`config.mk`:
```
export PLATFORM = sky130hd
export DESIGN_NAME = fadj_pulser
export DESIGN_NICKNAME = d
export VERILOG_FILES = /design/src/rtl/fadj_pkg.sv /design/src/rtl/fadj_regs.sv /design/src/rtl/fadj_accum.sv /design/src/rtl/fadj_emit.sv /design/src/rtl/fadj_pulser.sv
export SDC_FILE = /design/constraint.sdc
export NUM_CORES = 1
export LEC_CHECK = 0
export ABC_AREA = 1
export BUFFER_PORTS_ARGS = -buffer_cell sky130_fd_sc_hd__buf_2
export CAP_MARGIN = 20
export CELL_PAD_IN_SITES_DETAIL_PLACEMENT = 1
export CELL_PAD_IN_SITES_GLOBAL_PLACEMENT = 1
export CORE_MARGIN = 2
export CORE_UTILIZATION = 41
export DETAILED_ROUTE_END_ITERATION = 16
export HOLD_SLACK_MARGIN = 0.03
export PLACE_DENSITY = 0.75
export SLEW_MARGIN = 20
export SYNTH_ARGS = -nofsm -noshare
export SYNTH_HDL_FRONTEND = slang
export SYNTH_SLANG_ARGS = --single-unit
```
`constraint.sdc`:
```
create_clock -name clk_i -period 4.4 [get_ports clk_i]
set_input_delay 0.22 -clock clk_i [delete_from_list [all_inputs] [get_ports clk_i]]
set_output_delay 0.22 -clock clk_i [all_outputs]
set_load 0.01 [all_outputs]
```
`src/rtl/fadj_pkg.sv`:
```
package fadj_pkg;
  typedef enum logic {
    UNIT_PS = 1'b0,
    UNIT_NS = 1'b1
  } fadj_unit_e;

  localparam int unsigned CFG_EN_BIT  = 0;
  localparam int unsigned CFG_DIR_BIT = 1;
  localparam int unsigned CFG_W       = 2;

  function automatic int unsigned ns_step(input int unsigned period_ps);
    return (period_ps < 1000) ? 1 : period_ps / 1000;
  endfunction
endpackage

```
`src/rtl/fadj_regs.sv`:
```
module fadj_regs
  import fadj_pkg::*;
#(
  parameter int unsigned IVAL_W = 30
) (
  input  logic              clk_i,
  input  logic              rst_ni,
  input  logic              cfg_we_i,
  input  logic [CFG_W-1:0]  cfg_wdata_i,
  input  logic              frq_we_i,
  input  logic [IVAL_W:0]   frq_wdata_i,
  output logic              en_o,
  output logic              dir_o,
  output fadj_unit_e        unit_o,
  output logic [IVAL_W-1:0] ival_o,
  output logic              restart_o
);
  logic              en_q, dir_q;
  fadj_unit_e        unit_q;
  logic [IVAL_W-1:0] ival_q;

  always_ff @(posedge clk_i or negedge rst_ni) begin
    if (!rst_ni) begin
      en_q  <= 1'b0;
      dir_q <= 1'b0;
    end else if (cfg_we_i) begin
      en_q  <= cfg_wdata_i[CFG_EN_BIT];
      dir_q <= cfg_wdata_i[CFG_DIR_BIT];
    end
  end

  always_ff @(posedge clk_i or negedge rst_ni) begin
    if (!rst_ni) begin
      unit_q <= UNIT_PS;
      ival_q <= '0;
    end else if (frq_we_i) begin
      unit_q <= fadj_unit_e'(frq_wdata_i[IVAL_W]);
      ival_q <= frq_wdata_i[IVAL_W-1:0];
    end
  end

  assign en_o      = en_q;
  assign dir_o     = dir_q;
  assign unit_o    = unit_q;
  assign ival_o    = ival_q;
  assign restart_o = cfg_we_i | frq_we_i;
endmodule

```
`src/rtl/fadj_accum.sv`:
```
module fadj_accum
  import fadj_pkg::*;
#(
  parameter int unsigned IVAL_W        = 30,
  parameter int unsigned CLK_PERIOD_PS = 10000
) (
  input  logic              clk_i,
  input  logic              rst_ni,
  input  logic              en_i,
  input  logic              restart_i,
  input  fadj_unit_e        unit_i,
  input  logic [IVAL_W-1:0] ival_i,
  output logic              hit_o,
  output logic [IVAL_W:0]   acc_o
);
  localparam int unsigned ACC_W = IVAL_W + 1;
  localparam int unsigned SUM_W = IVAL_W + 2;
  localparam logic [SUM_W-1:0] STEP_PS = SUM_W'(CLK_PERIOD_PS);
  localparam logic [SUM_W-1:0] STEP_NS = SUM_W'(ns_step(CLK_PERIOD_PS));

  logic [ACC_W-1:0] acc_q, acc_d;
  logic [SUM_W-1:0] step, sum, ival_w, rem;
  logic             clr, hit;

  assign step   = (unit_i == UNIT_NS) ? STEP_NS : STEP_PS;
  assign ival_w = SUM_W'(ival_i);
  assign sum    = SUM_W'(acc_q) + step;
  assign rem    = sum - ival_w;
  assign hit    = (ival_i != '0) && (sum >= ival_w);
  assign clr    = restart_i | ~en_i;

  always_comb begin
    acc_d = acc_q;
    if (clr || ival_i == '0) begin
      acc_d = '0;
    end else if (hit) begin
      // an oversized remainder is dropped so the accumulator stays bounded
      acc_d = (rem >= ival_w) ? '0 : rem[ACC_W-1:0];
    end else begin
      acc_d = sum[ACC_W-1:0];
    end
  end

  always_ff @(posedge clk_i or negedge rst_ni) begin
    if (!rst_ni) acc_q <= '0;
    else         acc_q <= acc_d;
  end

  assign hit_o = hit & ~clr;
  assign acc_o = acc_q;
endmodule

```
`src/rtl/fadj_emit.sv`:
```
module fadj_emit (
  input  logic clk_i,
  input  logic rst_ni,
  input  logic hit_i,
  input  logic dir_i,
  output logic pulse_o,
  output logic dir_o
);
  logic pulse_q, dir_q;

  always_ff @(posedge clk_i or negedge rst_ni) begin
    if (!rst_ni) begin
      pulse_q <= 1'b0;
      dir_q   <= 1'b0;
    end else begin
      pulse_q <= hit_i;
      dir_q   <= hit_i & dir_i;
    end
  end

  assign pulse_o = pulse_q;
  assign dir_o   = dir_q;
endmodule

```
`src/rtl/fadj_pulser.sv`:
```
module fadj_pulser
  import fadj_pkg::*;
#(
  parameter int unsigned IVAL_W        = 30,
  parameter int unsigned CLK_PERIOD_PS = 10000
) (
  input  logic             clk_i,
  input  logic             rst_ni,
  input  logic             cfg_we_i,
  input  logic [1:0]       cfg_wdata_i,
  input  logic             frq_we_i,
  input  logic [IVAL_W:0]  frq_wdata_i,
  output logic             adj_pulse_o,
  output logic             adj_dir_o
);
  logic              en_q, dir_q, restart, hit;
  fadj_unit_e        unit_q;
  logic [IVAL_W-1:0] ival_q;
  logic [IVAL_W:0]   acc_q;

  fadj_regs #(.IVAL_W(IVAL_W)) u_regs (
    .clk_i       (clk_i),
    .rst_ni      (rst_ni),
    .cfg_we_i    (cfg_we_i),
    .cfg_wdata_i (cfg_wdata_i),
    .frq_we_i    (frq_we_i),
    .frq_wdata_i (frq_wdata_i),
    .en_o        (en_q),
    .dir_o       (dir_q),
    .unit_o      (unit_q),
    .ival_o      (ival_q),
    .restart_o   (restart)
  );

  fadj_accum #(.IVAL_W(IVAL_W), .CLK_PERIOD_PS(CLK_PERIOD_PS)) u_accum (
    .clk_i     (clk_i),
    .rst_ni    (rst_ni),
    .en_i      (en_q),
    .restart_i (restart),
    .unit_i    (unit_q),
    .ival_i    (ival_q),
    .hit_o     (hit),
    .acc_o     (acc_q)
  );

  fadj_emit u_emit (
    .clk_i   (clk_i),
    .rst_ni  (rst_ni),
    .hit_i   (hit),
    .dir_i   (dir_q),
    .pulse_o (adj_pulse_o),
    .dir_o   (adj_dir_o)
  );
endmodule

```
==> flow_metrics.env, run 1 <==
export IMPL_cp_required_ns=4.67
export IMPL_worst_slack_ns=-0.9697
export IMPL_initial_core_util_pct=41.66
export IMPL_crit_type="register to register"
export IMPL_max_clock_freq_mhz=186.2
export IMPL_final_cell_mix="buf_4, nand2_1, inv_1"
export IMPL_synth_fp_nets=954
export IMPL_placed_cells=1169
export IMPL_min_period_ns=5.370
export IMPL_crit_path_frequent_cell="nand2_1"
export IMPL_reg2regPathDepth=32
export IMPL_netlist_area_um2=6032
export IMPL_violations="setup timing"
export IMPL_ys_async_sr_fraction_pct=100.0
export IMPL_clock_sinks=66
export IMPL_detailed_place_hpwl_mm=16.96
export IMPL_htree_levels=3
export IMPL_cts_buffer_depth=2
export IMPL_slowest_delay_ns=0.45
export IMPL_clock_latency_ns=0.36
export IMPL_drc=0
export IMPL_numPortBuffers=38
export IMPL_p_leak_nw=4.507
export IMPL_synthFlopType="dfrtp_1"
export IMPL_insertedDiodeCount=0
export IMPL_skew_ns=0.006881
export IMPL_place_congestion=0.9304
export IMPL_rr_endpoint="u_accum.acc_o[18]"
export IMPL_syn_avg_cell_area_um2=7.113
export IMPL_hold_ws_ns=0.05861
export IMPL_grt_pass1_vias=7214
export IMPL_ant_nets=0
export IMPL_finalPower_mw=3.185
export IMPL_io_pins=39
export IMPL_core_area_um2=14480
export IMPL_synth_edf_count=0
export IMPL_rsz0062_at_grt="yes"
export IMPL_numCtsBuffers=9
export IMPL_cp_buffers_inverters=7
export IMPL_cp_slowest_cell="dfrtp_2"
export IMPL_final_instance_count_excl_fill=1237
export IMPL_drv_cap=0
export IMPL_peakVddDrop_uv=272.5
export IMPL_startpoint_type="register"
export IMPL_setup_violations=31
export IMPL_crit_family="simple AND/OR/NAND/NOR gates"
export IMPL_hp_class="primary input to async pin"
export IMPL_fin_util_pct=66.13
export IMPL_first_pass_iters=5
export IMPL_cp_max_fo=8
export IMPL_multi_input_area_um2=5329
export IMPL_rows=44
export IMPL_ys_ff_latch=66
export IMPL_num_vias=7904
export IMPL_drt_iter0_drc=660
export IMPL_hold_buffers=0
export IMPL_p_per_area_nw_per_um2=332.6
export IMPL_pre_cts_ws_ns=-0.8158
export IMPL_dieArea_um2=15700
export IMPL_cp_arrival_ns=5.64
export IMPL_slew_violations=0
export IMPL_grt_max_degree=67
export IMPL_postSynthCellCount=848
export IMPL_area_growth_pct=58.74
export IMPL_grt_pass1_wl_mm=38.17
export IMPL_clk_pin_slew_ns=0.06
export IMPL_drive_above_1_share_pct=45.77
export IMPL_status="finished with violations"
export IMPL_timing_rr_start="u_regs.unit_o"
export IMPL_wire_per_inst_um=28.59
export IMPL_synthDistinctLibCells=41
export IMPL_ys_seq_area_share_pct=27.38
export IMPL_final_common_cell="buf_4"
export IMPL_grt_antenna_before_repair=0
export IMPL_slew_headroom_pct=31.85
export IMPL_min_period_over_period_pct=122.0
export IMPL_regArea_um2=1653
export IMPL_grt_ovfl_total=0
export IMPL_vias_per_cell=6.390
export IMPL_clock_root_buffer="clkbuf_16"
export IMPL_synth_warnings=0
export IMPL_tightest_slew_ns=1.022
export IMPL_hold_viol=0
export IMPL_routed_wl_mm=35.36
export IMPL_fillers=1666
export IMPL_fp_dieH_um=125.3
export IMPL_r2r_slack_ns=-0.97
export IMPL_grt_usage_pct=30.76
export IMPL_cp_end_kind="register"
export IMPL_nets=1154
export IMPL_dieWidth_um=125.3
export IMPL_cts_tree="built"
[repair_timing]
| item | in CTS | in global routing |
|---|---|---|
| gates resized for setup | 81 | 239 |
| gates cloned | 2 | 4 |
| pin swaps | 26 | 103 |
| buffers inserted | 20 | 29 |
| setup endpoints to repair | 30 | 32 |
[synthesized netlist by cell type, types with 6 or more instances]
cell type,count,area [um^2]
inv_1,107,401.6
nor2_1,55,206.5
nand3_1,48,240.2
ha_1,68,850.8
xnor2_1,20,175.2
o21ai_1,21,105.1
dfrtp_1,66,1652
a21oi_1,82,410.4
nor4_1,12,75.07
clkbuf_1,10,37.54
nor3_1,13,65.06
xor2_1,35,306.5
o21ai_0,55,275.3
nand2_1,190,713.2
nand4_1,9,56.30
buf_2,6,30.03
[where the power goes]
| group | switching, mW | internal, mW |
|---|---|---|
| registers | 0.0353 | 0.642 |
| logic | 1.02 | 0.721 |
| clock network | 0.292 | 0.469 |
| total | 1.35 | 1.83 |
[how the worst max path moves through the flow]
stage / from / endpoint / slack, ns / depth (start not counted)
CTS: u_regs.unit_o / u_accum.acc_o[14] / -0.44 / 33
global placement: u_regs.unit_o / u_accum.acc_o[29] / -0.64 / 33
global route: u_regs.unit_o / u_accum.acc_o[1] / -1.10 / 29
detailed placement: u_regs.unit_o / u_accum.acc_o[3] / -0.82 / 33
finish: u_regs.unit_o / u_accum.acc_o[18] / -0.97 / 32
floorplan: u_regs.unit_o / u_accum.acc_o[2] / 0.21 / 33
[flip-flops by register name (all words and copies together) (netlist names)]
name and cells:
u_accum.acc_o 31, u_regs.ival_o 30, u_emit.dir_o 1, u_emit.pulse_o 1, u_regs.dir_o 1, u_regs.en_o 1
u_regs.unit_o 1
[metrics by stage]
stage	setup TNS [ns]	area [um^2]
final	-26.60	9575
after global routing	-30.14	9575
after CTS	-11.68	8210
after detailed placement	-23.20	7272
after global placement	-18.46	7272
after floorplan	0	6032
[metal layers]
| layer | global-route usage (%) | routed length, um | up-vias |
|---|---|---|---|
| met4 | 11.18 | 2739 | 0 |
| li1 | - | - | 3210 |
| met3 | 4.579 | 3083 | 221 |
| met2 | 51.25 | 16070 | 591 |
| met5 | 0 | 0 | - |
| met1 | 40.72 | 13470 | 3882 |
[cell families (layout without fill, tap and decap cells)]
logic type,count (synthesis),after routing,share of synthesized area (%)
adder cells (fa/ha/maj),69,69,14.44
flip-flops,66,66,27.38
AND/OR/NAND/NOR,344,344,24.83
AO/OA/AOI/OAI,183,183,16.47
buffers and inverters,130,335,8.836
XOR/XNOR,55,55,7.986
other,1,1,0.06217
[layout make-up]
class,count,area share [%]
multi-input cells,652,55.65
well taps,184,2.404
flip-flops and latches,66,17.26
repair buffers,210,17.24
clock buffers,14,2.757
clock inverters,2,0.3659
inverters,109,4.325
(Power assumes the default switching activity.)
==> run 2, diff against run 1 <==
--- a/config.mk
+++ b/config.mk
@@ -11,10 +11,11 @@
 export CELL_PAD_IN_SITES_DETAIL_PLACEMENT = 1
 export CELL_PAD_IN_SITES_GLOBAL_PLACEMENT = 1
 export CORE_MARGIN = 2
-export CORE_UTILIZATION = 41
+export CORE_UTILIZATION = 46
 export DETAILED_ROUTE_END_ITERATION = 16
+export GPL_TIMING_DRIVEN = 0
 export HOLD_SLACK_MARGIN = 0.03
-export PLACE_DENSITY = 0.75
+export PLACE_DENSITY = 0.79
 export SLEW_MARGIN = 20
 export SYNTH_ARGS = -nofsm -noshare
 export SYNTH_HDL_FRONTEND = slang
==> constraint.sdc (replaced) <==
create_clock -name clk_i -period 5 [get_ports clk_i]
set_input_delay 0.25 -clock clk_i [delete_from_list [all_inputs] [get_ports clk_i]]
set_output_delay 0.25 -clock clk_i [all_outputs]
set_load 0.01 [all_outputs]
==> run 2 against run 1 <==
  * The run still ends with setup timing left
  * Critical path type unchanged
  * Via count shrank 18%
  * Cell count shrank 10%
  * Design area shrank 18%
  * Sequential cell count is the same
  * Worst setup slack gained 0.86 ns
==> flow_metrics.env, run 2 (synthesized netlist as in run 1, its figures left out) <==
export IMPL_status="finished with violations"
export IMPL_violations="setup timing"
export IMPL_min_period_ns=5.112
export IMPL_drive_above_1_share_pct=25.77
export IMPL_fp_dieH_um=118.5
export IMPL_final_cell_mix="nand2_1, inv_1, dfrtp_1"
export IMPL_numPortBuffers=37
export IMPL_nets=1041
export IMPL_hold_depth=3
export IMPL_pre_cts_ws_ns=-0.6376
export IMPL_cp_arrival_ns=5.36
export IMPL_max_clock_freq_mhz=195.6
export IMPL_cp_required_ns=5.25
export IMPL_rr_endpoint="u_accum.acc_o[5]"
export IMPL_cp_slowest_cell="dfrtp_2"
export IMPL_clock_root_buffer="clkbuf_16"
export IMPL_reg2regPathDepth=28
export IMPL_dieArea_um2=14040
export IMPL_num_vias=6449
export IMPL_slowest_delay_ns=0.46
export IMPL_hold_viol=0
export IMPL_setup_tns_ns=-2.037
export IMPL_drc=0
export IMPL_peakVddDrop_uv=197.8
export IMPL_largest_register_ffs=31
export IMPL_cp_max_fo=6
export IMPL_wire_per_inst_um=21.38
export IMPL_startpoint_type="register"
export IMPL_tightest_slew_ns=0.5727
export IMPL_core_area_um2=12720
export IMPL_rows=41
export IMPL_ant_nets=0
export IMPL_fin_util_pct=61.59
export IMPL_initial_core_util_pct=47.41
export IMPL_setup_violations=30
export IMPL_final_common_cell="nand2_1"
export IMPL_vias_per_cell=5.805
export IMPL_clock_latency_ns=0.35
export IMPL_min_period_over_period_pct=102.2
export IMPL_worst_slack_ns=-0.1118
export IMPL_drv_cap=0
export IMPL_r2r_slack_ns=-0.11
export IMPL_finalPower_mw=2.216
export IMPL_io_pins=39
export IMPL_drt_iter0_drc=565
export IMPL_timing_rr_start="u_regs.unit_o"
export IMPL_slew_headroom_pct=61.53
export IMPL_slew_violations=0
export IMPL_hp_class="primary input to register"
export IMPL_whs_endpoint="u_regs.en_o"
export IMPL_grt_ovfl_total=0
export IMPL_grt_max_degree=35
export IMPL_numCtsBuffers=9
export IMPL_grt_pass1_wl_mm=32.36
export IMPL_cts_buffer_depth=2
export IMPL_first_pass_iters=5
export IMPL_skew_ns=0.007843
export IMPL_hp_start="cfg_wdata_i[0]"
export IMPL_grt_usage_pct=29.54
export IMPL_place_congestion=0.8783
export IMPL_clock_sinks=66
export IMPL_p_per_area_nw_per_um2=282.9
export IMPL_routed_wl_mm=23.75
export IMPL_crit_type="register to register"
export IMPL_clk_pin_slew_ns=0.06
export IMPL_dieWidth_um=118.5
export IMPL_detailed_place_hpwl_mm=15.93
export IMPL_area_growth_pct=29.89
export IMPL_cts_tree="built"
export IMPL_insertedDiodeCount=0
export IMPL_p_leak_nw=3.814
export IMPL_cp_end_kind="register"
export IMPL_grt_pass1_vias=6310
export IMPL_grt_antenna_before_repair=0
export IMPL_htree_levels=3
## run 2: changes by cell type in the layout (fill, tap and decap cells not counted), moves of 11 or more
| cell | change |
|---|---|
| a21oi_1 | +21 |
| a21oi_2 | -14 |
| buf_4 | -117 |
| ha_1 | +12 |
| ha_4 | -12 |
| inv_1 | +12 |
| inv_2 | -11 |
| nand2_1 | +25 |
| nand2_2 | -18 |
| nand3_1 | +21 |
| nand3_2 | -14 |
## run 2: layout make-up
cell class / count / area, um^2
fillers: 1623 / 4887
multi-input cells: 652 / 4621
flip-flops and latches: 66 / 1653
repair buffers: 76 / 503.0
inverters: 109 / 414.1
clock buffers: 12 / 246.5
well taps: 172 / 215.2
plain buffers: 21 / 142.6
clock inverters: 3 / 40.04
## run 2: how the worst max path moves through the flow
stage                   endpoint           from  slack [ns]
3_5_place_dp   u_accum.acc_o[27]  u_regs.unit_o       -0.64
3_3_place_gp   u_accum.acc_o[29]  u_regs.unit_o       -0.36
4_1_cts         u_accum.acc_o[7]  u_regs.unit_o       0.004
2_1_floorplan   u_accum.acc_o[2]  u_regs.unit_o        0.81
6_report        u_accum.acc_o[5]  u_regs.unit_o       -0.11
5_1_grt        u_accum.acc_o[20]  u_regs.unit_o       -0.32
## run 2: where the power goes
group	total, mW	leakage, nW	internal [mW]	switching (mW)
clock	0.625	0.142	0.395	0.230
sequential	0.589	0.855	0.566	0.0237
combinational	1.00	2.82	0.373	0.630
## run 2: worst max-delay path: cells and delay by family (launching register included)
kind | cells | cell delay (ns)
flip-flops | 1 | 0.46
adder cells (fa/ha/maj) | 3 | 0.99
XOR/XNOR | 2 | 0.48
AO/OA/AOI/OAI | 9 | 1.57
buffers and inverters | 4 | 0.60
AND/OR/NAND/NOR | 10 | 0.88
## run 2: timing repair
action	CTS	global route
cloned	1	1
hold buffers	1	0
buffers inserted	17	19
gates resized for setup	46	122
setup endpoints to repair	30	30
pin swaps	16	49
hold endpoints to repair	32	0
## run 2: routing by layer
layer	part of all wire [%]	GRT usage [%]	vias to the layer above
met2	49	48.12	218
li1	-	-	2985
met3	4.2	3.282	53
met1	45	41.93	3193
met4	2.4	7.366	0
met5	0	0	-
## run 2: through the flow
stage / area, um^2 / hold WS (ns) / cells
6_report: 7835 / 0.1128 / 1111
5_1_grt: 7835 / 0.1315 / 1111
4_1_cts: 7108 / 0.1126 / 1092
3_5_place_dp: 6455 / 0.2113 / 1058
3_3_place_gp: 6432 / 0.4561 / 1057
2_1_floorplan: 6032 / -0.04559 / 848
==> run 3, diff against run 2 <==
--- a/config.mk
+++ b/config.mk
@@ -7,7 +7,6 @@
 export LEC_CHECK = 0
 export ABC_AREA = 1
 export BUFFER_PORTS_ARGS = -buffer_cell sky130_fd_sc_hd__buf_2
-export CAP_MARGIN = 20
 export CELL_PAD_IN_SITES_DETAIL_PLACEMENT = 1
 export CELL_PAD_IN_SITES_GLOBAL_PLACEMENT = 1
 export CORE_MARGIN = 2
@@ -15,7 +14,8 @@
 export DETAILED_ROUTE_END_ITERATION = 16
 export GPL_TIMING_DRIVEN = 0
 export HOLD_SLACK_MARGIN = 0.03
-export PLACE_DENSITY = 0.79
+export PLACE_DENSITY_LB_ADDON = 0.1
+export SETUP_SLACK_MARGIN = 0.5
 export SLEW_MARGIN = 20
 export SYNTH_ARGS = -nofsm -noshare
 export SYNTH_HDL_FRONTEND = slang
==> run 3 against run 2 <==
  * The run still ends with setup timing left
  * Routed wire length up 11%
  * Combinational power grew 11%
  * Worst setup slack got worse by 0.17 ns
  * Hold slack got worse by 0.0028 ns
  * Register-to-register slack got worse by 0.17 ns
  * Clock-buffer cell count did not move
  * Largest cell class unchanged
  * Clock power barely moved
  * Core utilization up 3.0 points
  * Non-clock buffer count rose by 5
  * Critical path depth fell by 2
==> flow_metrics.env, run 3 (synthesized netlist as in run 1, its figures left out) <==
export IMPL_largest_register_ffs=31
export IMPL_clk_pin_slew_ns=0.06
export IMPL_grt_max_degree=35
export IMPL_slew_headroom_pct=55.39
export IMPL_ant_nets=0
export IMPL_hp_class="primary input to register"
export IMPL_fillers=1585
export IMPL_final_cell_mix="nand2_1, inv_1, dfrtp_1"
export IMPL_p_per_area_nw_per_um2=283.3
export IMPL_setup_violations=30
export IMPL_grt_pass1_vias=6554
export IMPL_final_common_cell="nand2_1"
export IMPL_grt_antenna_before_repair=0
export IMPL_insertedDiodeCount=0
export IMPL_drv_cap=0
export IMPL_drive_above_1_share_pct=32.10
export IMPL_multi_input_area_um2=4952
export IMPL_startpoint_type="register"
export IMPL_status="finished with violations"
export IMPL_worst_slack_ns=-0.2850
export IMPL_peakVddDrop_uv=224.8
export IMPL_clock_root_buffer="clkbuf_16"
export IMPL_rows=41
export IMPL_cp_required_ns=5.26
export IMPL_skew_ns=0.008745
export IMPL_min_period_over_period_pct=105.7
export IMPL_p_leak_nw=3.890
export IMPL_cp_end_kind="register"
export IMPL_slew_violations=0
export IMPL_dieWidth_um=118.5
export IMPL_initial_core_util_pct=47.41
export IMPL_dieArea_um2=14040
export IMPL_cp_max_fo=10
export IMPL_tightest_slew_ns=0.6640
export IMPL_cts_tree="built"
export IMPL_grt_pass1_wl_mm=34.38
export IMPL_drc=0
export IMPL_crit_type="register to register"
export IMPL_cp_buffers_inverters=3
export IMPL_area_growth_pct=36.22
export IMPL_cts_buffer_depth=2
export IMPL_htree_levels=3
export IMPL_dpl_cell_area_um2=6455
export IMPL_fin_util_pct=64.59
export IMPL_nets=1046
export IMPL_place_congestion=0.8798
export IMPL_grt_ovfl_total=0
export IMPL_cp_arrival_ns=5.55
export IMPL_drt_iter0_drc=577
export IMPL_clock_sinks=66
export IMPL_wire_per_inst_um=23.61
export IMPL_fp_dieH_um=118.5
export IMPL_cp_slowest_cell="dfrtp_2"
export IMPL_slowest_delay_ns=0.43
export IMPL_io_pins=39
export IMPL_grt_usage_pct=31.43
export IMPL_pre_cts_ws_ns=-0.7126
export IMPL_regArea_um2=1653
export IMPL_clock_latency_ns=0.35
export IMPL_min_period_ns=5.285
export IMPL_hold_viol=0
export IMPL_first_pass_iters=5
export IMPL_numPortBuffers=37
export IMPL_detailed_place_hpwl_mm=16.27
export IMPL_core_area_um2=12720
export IMPL_num_vias=6810
export IMPL_vias_per_cell=6.102
export IMPL_crit_path_frequent_cell="nand2_1"
export IMPL_crit_family="compound AO/OA/AOI/OAI gates"
export IMPL_violations="setup timing"
export IMPL_numCtsBuffers=9
export IMPL_max_clock_freq_mhz=189.2
export IMPL_rsz0062_at_grt="yes"
export IMPL_stdcell_area_um2=8217
export IMPL_routed_wl_mm=26.35
-- run 3: repair_timing --
action,4_1_cts,5_1_grt
resized for setup,87,156
hold endpoints to repair,33,0
gates cloned,2,2
setup endpoints to repair,30,32
setup buffers,19,19
hold buffers,1,0
pin swaps,28,70
-- run 3: worst paths after layout --
check,startpoint,end,slack (ns),depth (start not counted)
min in group asynchronous,rst_ni,u_accum.acc_o[5],0.40,2
max in group asynchronous,rst_ni,u_regs.ival_o[27],4.05,3
setup reg to reg,u_regs.unit_o,u_accum.acc_o[23],-0.29,26
hold reg to reg,u_regs.dir_o,u_emit.dir_o,0.50,2
hold / removal,cfg_wdata_i[0],u_regs.en_o,0.11,3
setup / recovery,u_regs.unit_o,u_accum.acc_o[23],-0.29,26
-- run 3: power breakdown --
group	total [mW]	internal [mW]	switching, mW	leakage (nW)
clock	0.626	0.395	0.231	0.142
sequential	0.589	0.566	0.0232	0.855
combinational	1.11	0.403	0.710	2.89
total	2.33	1.36	0.965	3.89
-- run 3: final cells by class --
cell class | instances | share of cell area, %
Multi-Input combinational cell | 652 | 60.27
Tap cell | 172 | 2.619
Clock inverter | 3 | 0.4873
Clock buffer | 12 | 3.000
Inverter | 109 | 5.056
Sequential cell | 66 | 20.12
Buffer | 21 | 1.736
Timing Repair Buffer | 81 | 6.715
-- run 3: metal layers --
layer	global-route usage, %	vias to the layer above	share of wire, %
li1	-	2995	-
met3	4.440	86	7.4
met5	0	-	0
met1	41.61	3372	40
met2	52.93	357	48
met4	10.19	0	4.3
-- run 3: metrics by stage --
| stage | setup TNS [ns] | cells | hold WS [ns] | power [mW] |
|---|---|---|---|---|
| 2_1_floorplan | 0 | 848 | -0.04559 | 1.110 |
| 3_3_place_gp | -8.933 | 1057 | 0.4559 | 1.285 |
| 3_5_place_dp | -19.67 | 1058 | 0.2363 | 1.343 |
| 4_1_cts | 0 | 1095 | 0.1148 | 2.054 |
| 5_1_grt | -9.816 | 1116 | 0.1354 | 2.414 |
| 6_report | -6.777 | 1116 | 0.1099 | 2.328 |
-- run 3: tightest hold or removal path: stages --
cell     delay [ns]
buf_2          0.08
nand2_1        0.04
nand2_1        0.05
